--- config.mk ---
export PLATFORM = sky130hd
export DESIGN_NAME = cmd_serial_rx
export DESIGN_NICKNAME = d
export VERILOG_FILES = /design/src/rtl/scr_pkg.sv /design/src/rtl/scr_sync.sv /design/src/rtl/scr_shifter.sv /design/src/rtl/scr_bytebuf.sv /design/src/rtl/cmd_serial_rx.sv
export SDC_FILE = /design/constraint.sdc
export NUM_CORES = 1
export LEC_CHECK = 0
export ABC_CLOCK_PERIOD_IN_PS = 6000
export BUFFER_PORTS_ARGS = -buffer_cell sky130_fd_sc_hd__buf_2
export CORE_MARGIN = 1
export CORE_UTILIZATION = 46
export DETAILED_ROUTE_END_ITERATION = 8
export GPL_ROUTABILITY_DRIVEN = 0
export GPL_TIMING_DRIVEN = 0
export PLACE_DENSITY = 0.68
export SLEW_MARGIN = 20
export SYNTH_ARGS = -nofsm -noshare
export SYNTH_HDL_FRONTEND = slang
export SYNTH_SLANG_ARGS = --single-unit
export TNS_END_PERCENT = 50
--- constraint.sdc ---
create_clock -name clk -period 6 [get_ports clk]
set_input_delay 1.5 -clock clk [delete_from_list [all_inputs] [get_ports clk]]
set_output_delay 1.5 -clock clk [all_outputs]
set_load 0.03 [all_outputs]
--- src/rtl/scr_pkg.sv ---
package scr_pkg;
  typedef enum logic {
    ST_IDLE = 1'b0,
    ST_OPEN = 1'b1
  } rx_state_e;
endpackage

--- src/rtl/scr_sync.sv ---
module scr_sync #(
  parameter int N = 4
) (
  input  logic         clk,
  input  logic         rst_n,
  input  logic [N-1:0] async_in,
  output logic [N-1:0] sync_out
);
  genvar g;
  generate
    for (g = 0; g < N; g++) begin : g_bit
      logic meta_q;
      logic stab_q;
      always_ff @(posedge clk or negedge rst_n) begin
        if (!rst_n) begin
          meta_q <= 1'b0;
          stab_q <= 1'b0;
        end else begin
          meta_q <= async_in[g];
          stab_q <= meta_q;
        end
      end
      assign sync_out[g] = stab_q;
    end
  endgenerate
endmodule

--- src/rtl/scr_shifter.sv ---
module scr_shifter #(
  parameter int WIDTH = 8
) (
  input  logic             clk,
  input  logic             rst_n,
  input  logic             clr,
  input  logic             shift_en,
  input  logic             bit_in,
  output logic [WIDTH-1:0] byte_val,
  output logic             byte_stb,
  output logic             partial
);
  localparam int BIT_W = $clog2(WIDTH);
  localparam logic [BIT_W-1:0] LAST = BIT_W'(WIDTH - 1);

  logic [WIDTH-2:0] sreg_q, sreg_d;
  logic [BIT_W-1:0] cnt_q, cnt_d;
  logic             sreg_en;

  assign sreg_en  = clr | shift_en;
  assign byte_val = {sreg_q, bit_in};
  assign byte_stb = shift_en & ~clr & (cnt_q == LAST);
  assign partial  = (cnt_q != '0);

  always_comb begin
    sreg_d = sreg_q;
    cnt_d  = cnt_q;
    if (clr) begin
      sreg_d = '0;
      cnt_d  = '0;
    end else if (shift_en) begin
      sreg_d = {sreg_q[WIDTH-3:0], bit_in};
      cnt_d  = (cnt_q == LAST) ? '0 : cnt_q + 1'b1;
    end
  end

  always_ff @(posedge clk or negedge rst_n) begin
    if (!rst_n) begin
      sreg_q <= '0;
      cnt_q  <= '0;
    end else if (sreg_en) begin
      sreg_q <= sreg_d;
      cnt_q  <= cnt_d;
    end
  end


  bit_count_hold_chk: assert property (@(posedge clk) disable iff (!rst_n)
    (!shift_en && !clr) |=> $stable(cnt_q));
endmodule

--- src/rtl/scr_bytebuf.sv ---
module scr_bytebuf #(
  parameter int DEPTH = 8,
  parameter int WIDTH = 8
) (
  input  logic                     clk,
  input  logic                     rst_n,
  input  logic                     clr,
  input  logic                     wr_en,
  input  logic [WIDTH-1:0]         wr_data,
  output logic [$clog2(DEPTH+1)-1:0] count,
  output logic                     ovf,
  output logic [DEPTH*WIDTH-1:0]   flat
);
  localparam int CNT_W = $clog2(DEPTH+1);
  localparam int IDX_W = (DEPTH > 1) ? $clog2(DEPTH) : 1;
  localparam logic [CNT_W-1:0] FULL = CNT_W'(DEPTH);

  logic [WIDTH-1:0] mem_q [DEPTH];
  logic [CNT_W-1:0] cnt_q, cnt_d;
  logic             ovf_q, ovf_d;
  logic             room;
  logic             cnt_en;

  assign room   = (cnt_q != FULL);
  assign cnt_en = clr | wr_en;

  always_comb begin
    cnt_d = cnt_q;
    ovf_d = ovf_q;
    if (clr) begin
      cnt_d = '0;
      ovf_d = 1'b0;
    end else if (wr_en) begin
      if (room) cnt_d = cnt_q + 1'b1;
      else      ovf_d = 1'b1;
    end
  end

  always_ff @(posedge clk or negedge rst_n) begin
    if (!rst_n) begin
      cnt_q <= '0;
      ovf_q <= 1'b0;
    end else if (cnt_en) begin
      cnt_q <= cnt_d;
      ovf_q <= ovf_d;
    end
  end

  always_ff @(posedge clk) begin
    if (wr_en && !clr && room) begin
      mem_q[cnt_q[IDX_W-1:0]] <= wr_data;
    end
  end

  genvar g;
  generate
    for (g = 0; g < DEPTH; g++) begin : g_flat
      assign flat[g*WIDTH +: WIDTH] = mem_q[g];
    end
  endgenerate

  assign count = cnt_q;
  assign ovf   = ovf_q;


  fill_bound_chk: assert property (@(posedge clk) disable iff (!rst_n)
    cnt_q <= FULL);

  full_sets_ovf_chk: assert property (@(posedge clk) disable iff (!rst_n)
    (wr_en && !clr && !room) |=> ovf_q);
endmodule

--- src/rtl/cmd_serial_rx.sv ---
module cmd_serial_rx #(
  parameter int DEPTH = 8
) (
  input  logic                       clk,
  input  logic                       rst_n,
  input  logic                       host_req,
  input  logic                       host_sclk,
  input  logic                       host_sdata,
  input  logic                       host_rdy,
  output logic                       host_ack,
  output logic                       msg_done,
  output logic [$clog2(DEPTH+1)-1:0] msg_len,
  output logic                       msg_err,
  output logic [DEPTH*8-1:0]         msg_data
);
  import scr_pkg::*;

  localparam int WIDTH = 8;
  localparam int CNT_W = $clog2(DEPTH+1);
  localparam int I_DAT = 0;
  localparam int I_SCK = 1;
  localparam int I_REQ = 2;
  localparam int I_RDY = 3;

  logic [3:0]       lvl;
  logic [3:1]       prev_q;
  logic             sck_rise, req_rise, rdy_rise;
  rx_state_e        state_q, state_d;
  logic             done_q, done_d;
  logic [CNT_W-1:0] len_q, len_d;
  logic             err_q, err_d;
  logic             open_clr, shift_en;
  logic [WIDTH-1:0] byte_val;
  logic             byte_stb, partial;
  logic [CNT_W-1:0] buf_cnt;
  logic             buf_ovf;
  logic             res_en;

  scr_sync #(.N(4)) u_sync (
    .clk      (clk),
    .rst_n    (rst_n),
    .async_in ({host_rdy, host_req, host_sclk, host_sdata}),
    .sync_out (lvl)
  );

  always_ff @(posedge clk or negedge rst_n) begin
    if (!rst_n) prev_q <= '0;
    else        prev_q <= lvl[3:1];
  end

  assign sck_rise = lvl[I_SCK] & ~prev_q[I_SCK];
  assign req_rise = lvl[I_REQ] & ~prev_q[I_REQ];
  assign rdy_rise = lvl[I_RDY] & ~prev_q[I_RDY];

  assign open_clr = (state_q == ST_IDLE) & req_rise;
  assign shift_en = (state_q == ST_OPEN) & sck_rise & ~rdy_rise;

  scr_shifter #(.WIDTH(WIDTH)) u_shift (
    .clk      (clk),
    .rst_n    (rst_n),
    .clr      (open_clr),
    .shift_en (shift_en),
    .bit_in   (lvl[I_DAT]),
    .byte_val (byte_val),
    .byte_stb (byte_stb),
    .partial  (partial)
  );

  scr_bytebuf #(.DEPTH(DEPTH), .WIDTH(WIDTH)) u_buf (
    .clk     (clk),
    .rst_n   (rst_n),
    .clr     (open_clr),
    .wr_en   (byte_stb),
    .wr_data (byte_val),
    .count   (buf_cnt),
    .ovf     (buf_ovf),
    .flat    (msg_data)
  );

  always_comb begin
    state_d = state_q;
    done_d  = 1'b0;
    len_d   = len_q;
    err_d   = err_q;
    case (state_q)
      ST_IDLE: if (req_rise) state_d = ST_OPEN;
      ST_OPEN: if (rdy_rise) begin
        state_d = ST_IDLE;
        done_d  = 1'b1;
        len_d   = buf_cnt;
        err_d   = buf_ovf | partial;
      end
      default: state_d = ST_IDLE;
    endcase
  end

  assign res_en = done_d;

  always_ff @(posedge clk or negedge rst_n) begin
    if (!rst_n) begin
      state_q <= ST_IDLE;
      done_q  <= 1'b0;
    end else begin
      state_q <= state_d;
      done_q  <= done_d;
    end
  end

  always_ff @(posedge clk or negedge rst_n) begin
    if (!rst_n) begin
      len_q <= '0;
      err_q <= 1'b0;
    end else if (res_en) begin
      len_q <= len_d;
      err_q <= err_d;
    end
  end

  assign host_ack = (state_q == ST_OPEN);
  assign msg_done = done_q;
  assign msg_len  = len_q;
  assign msg_err  = err_q;


  done_closes_ack_chk: assert property (@(posedge clk) disable iff (!rst_n)
    msg_done |-> (!host_ack && $past(host_ack)));

  done_single_chk: assert property (@(posedge clk) disable iff (!rst_n)
    msg_done |=> !msg_done);

  len_bound_chk: assert property (@(posedge clk) disable iff (!rst_n)
    msg_len <= CNT_W'(DEPTH));

  result_hold_chk: assert property (@(posedge clk) disable iff (!rst_n)
    !msg_done |-> ($stable(msg_len) && $stable(msg_err)));

  idle_no_shift_chk: assert property (@(posedge clk) disable iff (!rst_n)
    !host_ack |-> !shift_en);
endmodule

======== Word level (Yosys, flattened, before mapping) ========
Memories as Yosys holds them, arrays and structs flattened.
Index checks and enable logic that the tools add are counted.
word-level totals
  input bits .............................. 6
  memory bits (writable) .................. 64
  output and inout port bits .............. 71
  latch bits .............................. 0
  memories ................................ 1
  word-level logic and storage cells ...... 69
  bits in registers ....................... 33
  memory bits (read-only) ................. 0
memory list
  name         depth  bits a word  read ports  clocked after Yosys merged registers in  wr ports  RTL line           source
  u_buf.mem_q  8      8            8           0                                        1         scr_bytebuf.sv:18  logic [WIDTH-1:0] mem_q [DEPTH];
operators by class
  order comparisons ....................... 0
  multiply operators ...................... 0
  bitwise logic cells ..................... 17
  equal/unequal tests ..................... 3
  muxes and demuxes ....................... 18
  add/sub/neg operators ................... 2
  shift operators ......................... 0
  div/mod/pow operators ................... 0
  reduce and logical (&&, ||, !) cells .... 11
operators with widths
  operator                                                                  count
  7-bit two-way mux                                                         2
  4-bit two-way mux                                                         3
  1-bit two-way mux                                                         9
  3-bit two-way mux                                                         3
  3-bit AND reduction                                                       3
  1-bit AND                                                                 8
  1-bit inverter                                                            6
  2-bit nonzero test                                                        3
  4-bit by 1-bit adder with 4-bit output (second input constant)            1
  4-bit inequality test (second input constant)                             1
  3-bit by 1-bit adder with 3-bit output (second input constant)            1
  3-bit == test (second input constant)                                     1
  1-bit OR                                                                  3
  3-bit nonzero test                                                        1
  1-bit logical AND                                                         2
  2-bit by 1-bit inequality test with 1-bit output (second input constant)  1
  1-bit case mux with 2 select lines                                        1
  2-bit AND reduction                                                       1
  1-bit logical NOT                                                         1

======== Logic depth before layout (Yosys ltp) ========
  depth after elaboration ................. 10
  mapped depth ............................ 6
  gate-level depth less buffers ........... 5

======== Cells and area by module ========
Synthesis repeated with hierarchy kept, for this count alone.
unflattened totals
  cells, all modules ...................... 183
  area, all modules ....................... 3363.2 µm²
modules (own cells, without submodules)
  module         cells each  area each (µm²)  seq. area each (µm²)  instances
  scr_bytebuf    105         2278.4           2047.0                1
  scr_shifter    41          469.2            250.2                 1
  cmd_serial_rx  25          385.4            250.2                 1
  scr_sync       12          230.2            200.2                 1

======== Worst setup path before layout ========
No wires, ideal clock.
  kind .................................... register to register
  start point ............................. register u_shift.cnt_q[0]
  end point ............................... memory u_buf.mem_q[0][0], enable pin
  period minus slack after synthesis ...... 2700 ps
  path slack .............................. 3300 ps
  data required time ...................... 5605 ps
  cell stages (with the launch flop) ...... 7
  arrival ................................. 2305 ps
  library setup time ...................... 395 ps
  path buffers ............................ 1
  cell sequence ........................... dfrtp_1 -> ha_1 -> ha_1 -> and3b_1 -> or4b_4 -> buf_6 -> nor4_1
on the way
  word-level cells in the longest chain between the ends .. 6
ends and longest elaborated chain
  item                                     RTL line           source
  start: declaration                       scr_shifter.sv:17  logic [BIT_W-1:0] cnt_q, cnt_d;
  start signal: assignment                 scr_shifter.sv:43  cnt_q <= cnt_d;
  3-bit == test                            scr_shifter.sv:22  assign byte_stb = shift_en & ~clr & (cnt_q == LAST);
  1-bit AND                                scr_shifter.sv:22
  1-bit logical AND (2 in a row)           scr_bytebuf.sv:50  if (wr_en && !clr && room) begin
  1-bit two-way mux                        scr_bytebuf.sv:50
  1-bit two-way mux (not written as such)  scr_bytebuf.sv:51  mem_q[cnt_q[IDX_W-1:0]] <= wr_data;
  end: declaration                         scr_bytebuf.sv:18
Every way passes these cells.

======== Worst setup path in the final report ========
  start point ............................. register u_buf.cnt_q[0] (netlist: u_buf.count[0])
  end point ............................... memory u_buf.mem_q[0][6], enable pin
on the way
  word-level cells in the longest chain between the ends .. 4
ends and longest elaborated chain
  item                                     RTL line           source
  start: declaration                       scr_bytebuf.sv:19  logic [CNT_W-1:0] cnt_q, cnt_d;
  start signal: assignment                 scr_bytebuf.sv:44  cnt_q <= cnt_d;
  4-bit inequality test                    scr_bytebuf.sv:24  assign room = (cnt_q != FULL);
  1-bit logical AND                        scr_bytebuf.sv:50
  1-bit two-way mux                        scr_bytebuf.sv:50
  1-bit two-way mux (not written as such)  scr_bytebuf.sv:51
Parallel ways exist; a longest one is shown, timed or not.

==> run summary <==
The via total after detailed routing came out at 1975. After the last flow step, the layout net total stands at slightly below 300. The run finished with clean final reports.

The fraction of final layout cells sized beyond drive strength 1 is 0.3854. The number of distinct library cells after synthesis is 29. In this run, the number of DRC markers left after iteration 0 of detailed routing was between 150 and 200. The share of the clock period used by the worst path after layout is 0.4523. Across the VDD grid, the largest voltage drop is 0.1982 mV. The number of gates resized after CTS came out at 0. The DRC violations left is 0. The net count of the mapped netlist came out at 205. The I/O pin count came out at 77. In the synthesized netlist, the number of instances is ~190. The H-tree generated during clock tree synthesis spans 3 levels. The area overhead of the layout relative to synthesis is 22.58%. In this run, CTS created clock tree buffers numbering 9.

The count of final max-slew check failures is 0. The clock-pin slew on the worst setup and hold paths is 100 ps. The global routing usage summed across all routing layers is 0.1772. The number of enable flip-flop cells after synthesis came out at 64.

The total number of yosys warnings is 0. The total core area is slightly below 7000 µm². Detailed placement finished with a half-perimeter wire length of roughly 4.2 mm. The sequential share of the synthesized area is 0.8115. Measured along the y axis, the die boundary spans 87.79 µm.

The number of synthesized register bits came out at between 90 and 100. The hold buffer count at CTS is 0. The total design power is around 1.3 mW.

For the pin with the worst max-slew slack, the measured transition is around 1000 ps. The most used standard cell by instance count after synthesis is sky130_fd_sc_hd__edfxtp_1. The number of global-route vias before repair is approximately 1800. The number of hold violations in the final report is 0. The top cell type's share of synthesized area is 0.5676. In this run the worst hold path is classified as reg -> reg.

The horizontal die dimension came out at around 90 µm. The first global-routing pass estimated roughly 9.6 mm of wire. Detailed routing placed a total of 386 µm of wire on met3.

The number of sinks handled by clock tree synthesis came out at 97. The sort of element at the start of the critical path is a flop. The standard cell area after detailed placement is 3923 µm². The final cell area excluding filler cells is 4150 µm². The area enclosed by the die boundary came out at roughly 7700 µm². The highest fanout seen on the critical path is 8. The diode insertion count for antenna repair came out at 0. The instance count after placement with tap cells included came out at 368. The analysis attributes to cell leakage a power of approximately 1.6 nW. Signal routing reaches up to met4. The proportion of register bits with asynchronous set or reset after synthesis came out at 0.3402. The worst setup path is of the reg -> reg kind. The mean cell area of the mapped netlist is 17.45 µm². For this configuration, the core starts out at a cell density of 0.4876. The tool flagged a number of max-cap violations equal to 0.

The arrival time at the worst endpoint came out at approximately 2700 ps. The cell row count is 30. The headroom to the max-slew limit came out at 0.2976. The number of buffers between clock root and the deepest sink is 2. The fmax is between 0.3 and 0.4 GHz. By area the synthesized netlist is led by sky130_fd_sc_hd__edfxtp_1 (57%), sky130_fd_sc_hd__dfrtp_1 (24%), sky130_fd_sc_hd__o31ai_1 (2.2%).

Setup repair after global routing left no endpoint under its margin. Dividing the detail-routed via count by the number of cells gives 5.143. The number of failing setup endpoints in the final timing report came out at 0. STA classifies the critical path endpoint as a flop. On the final layout, the worst clock skew is ~13 ps. The master cell of the clock root buffer is sky130_fd_sc_hd__clkbuf_8. For this block, wires on met1 add up to 2.830 mm. The number of buffers inserted by port buffering came out at 76. The number of antenna violations at the first check in global routing is 0. The post-route worst hold slack came out at between 300 and 400 ps. For this run, the leading register cell type out of synthesis is sky130_fd_sc_hd__edfxtp_1. The library cell occupying the most area in the post-synthesis netlist is sky130_fd_sc_hd__edfxtp_1. The shortest clock period the worst path allows after layout came out at 2714 ps. The average wire per cell in the routed design came out at about 17 µm. After synthesis, the most frequently instantiated cells are sky130_fd_sc_hd__edfxtp_1 (64), sky130_fd_sc_hd__dfrtp_1 (33), sky130_fd_sc_hd__a21oi_1 (11).

The cell area after synthesis is 3386 µm². After the flow finishes, the layout carries non-filler instances totaling roughly 380. The setup total negative slack came out at 0 ps. Power spread over the standard cell area amounts to 302.4 nW/µm². Clock latency on the worst-skew pair, taken at its later pin, is 360 ps. The total grt overflow came out at 0. The first-pass iteration count of the detailed router is 4.

The worst endpoint required time is 5990 ps. The total detailed-routing wirelength came out at around 6.4 mm. Once detail routing completed, the nets flagged for antenna violations numbered 0. The pin count of the biggest net entering global routing came out at 34. The post-CTS setup-driven buffer insertion count is 0. The clock tree from TritonCTS is done. After detailed routing, the met2 layer carries between 3 and 4 mm of wire.
## cell usage in the layout, fill, tap and decap left out, types with 2 or more instances in the layout
| cell | count |
|---|---|
| sky130_fd_sc_hd__a41oi_1 | 2 |
| sky130_fd_sc_hd__nor2b_1 | 3 |
| sky130_fd_sc_hd__inv_6 | 2 |
| sky130_fd_sc_hd__clkbuf_8 | 9 |
| sky130_fd_sc_hd__o21ai_0 | 2 |
| sky130_fd_sc_hd__nand4_1 | 10 |
| sky130_fd_sc_hd__mux2_2 | 3 |
| sky130_fd_sc_hd__and3b_1 | 2 |
| sky130_fd_sc_hd__o31ai_1 | 10 |
| sky130_fd_sc_hd__buf_6 | 2 |
| sky130_fd_sc_hd__nand2_1 | 6 |
| sky130_fd_sc_hd__edfxtp_1 | 64 |
| sky130_fd_sc_hd__nand2b_1 | 3 |
| sky130_fd_sc_hd__clkbuf_1 | 7 |
| sky130_fd_sc_hd__buf_2 | 78 |
| sky130_fd_sc_hd__a21oi_1 | 11 |
| sky130_fd_sc_hd__inv_8 | 3 |
| sky130_fd_sc_hd__dfrtp_1 | 33 |
| sky130_fd_sc_hd__mux2_4 | 2 |
| sky130_fd_sc_hd__nor3_2 | 4 |
| sky130_fd_sc_hd__ha_1 | 5 |
| sky130_fd_sc_hd__nor2_1 | 6 |
| sky130_fd_sc_hd__nor4_2 | 3 |
| sky130_fd_sc_hd__inv_1 | 6 |
## metal layers
layer / vias up / GRT usage
li1: 911 / -
met1: 965 / 0.2405
met2: 89 / 0.2671
met3: 10 / 0.05467
met4: 0 / 0.07601
met5: - / 0
## area by class of cell
class	count	area, µm²
inverter	6	22.52
sequential	97	2748
timing repair buffer	78	392.9
clock buffer	9	123.9
fill	553	2794
clock inverter	7	88.84
tap	96	120.1
buffer	10	53.80
multi-input combinational	81	600.6
## registers in the layout, summed over array words and instances (netlist names)
signal / count
u_sync.g_bit.meta_q: 4
msg_err: 1
msg_len: 4
prev_q: 3
u_buf.mem_q: 64
u_shift.cnt_q: 3
host_ack: 1
u_buf.count: 4
u_shift.sreg_q: 7
u_sync.g_bit.stab_q: 4
u_buf.ovf: 1
msg_done: 1
## power by group
group	internal [mW]	switching, mW	total (mW)
registers	0.727	0.0160	0.743
logic	0.0198	0.0476	0.0674
clock network	0.204	0.241	0.445
total	0.951	0.304	1.26
## critical path, cell delays in order (launching register included)
cell                      delay (ps)
sky130_fd_sc_hd__dfrtp_1         480
sky130_fd_sc_hd__inv_1           150
sky130_fd_sc_hd__ha_1            220
sky130_fd_sc_hd__and3b_1         190
sky130_fd_sc_hd__or4b_4          480
sky130_fd_sc_hd__buf_6           150
sky130_fd_sc_hd__nor4_2          660
## stage by stage
stage                     setup WS [ps]    util
after floorplan                    3300       -
after global placement             2918  0.5596
after detailed placement           3057  0.5649
after CTS                          3032  0.5955
after global routing               3105  0.5977
final                              3286  0.5977
## cells by family (layout without fill, tap and decap cells)
logic type / Yosys count / in the layout / share of synthesized area
buffers and inverters: 16 / 110 / 0.02254
DFF: 97 / 97 / 0.8115
AOI/OAI and AO/OA: 28 / 28 / 0.05359
adders and majority gates: 5 / 5 / 0.01848
muxes: 5 / 5 / 0.01885
and+or+nand+nor: 43 / 43 / 0.07502
## worst paths after layout
path,startpoint,endpoint,slack (ps),depth (start not counted)
hold / removal,u_sync.g_bit[3].meta_q,u_sync.g_bit[3].stab_q,340,0
max in group asynchronous,rst_n,msg_len[0],4340,1
min in group asynchronous,rst_n,u_sync.g_bit[0].meta_q,1180,1
setup / recovery,u_buf.count[0],u_buf.mem_q[0][6],3290,6
hold reg to reg,u_sync.g_bit[3].meta_q,u_sync.g_bit[3].stab_q,340,0
setup reg to reg,u_buf.count[0],u_buf.mem_q[0][6],3290,6
Power figures use the tool's default switching activity.
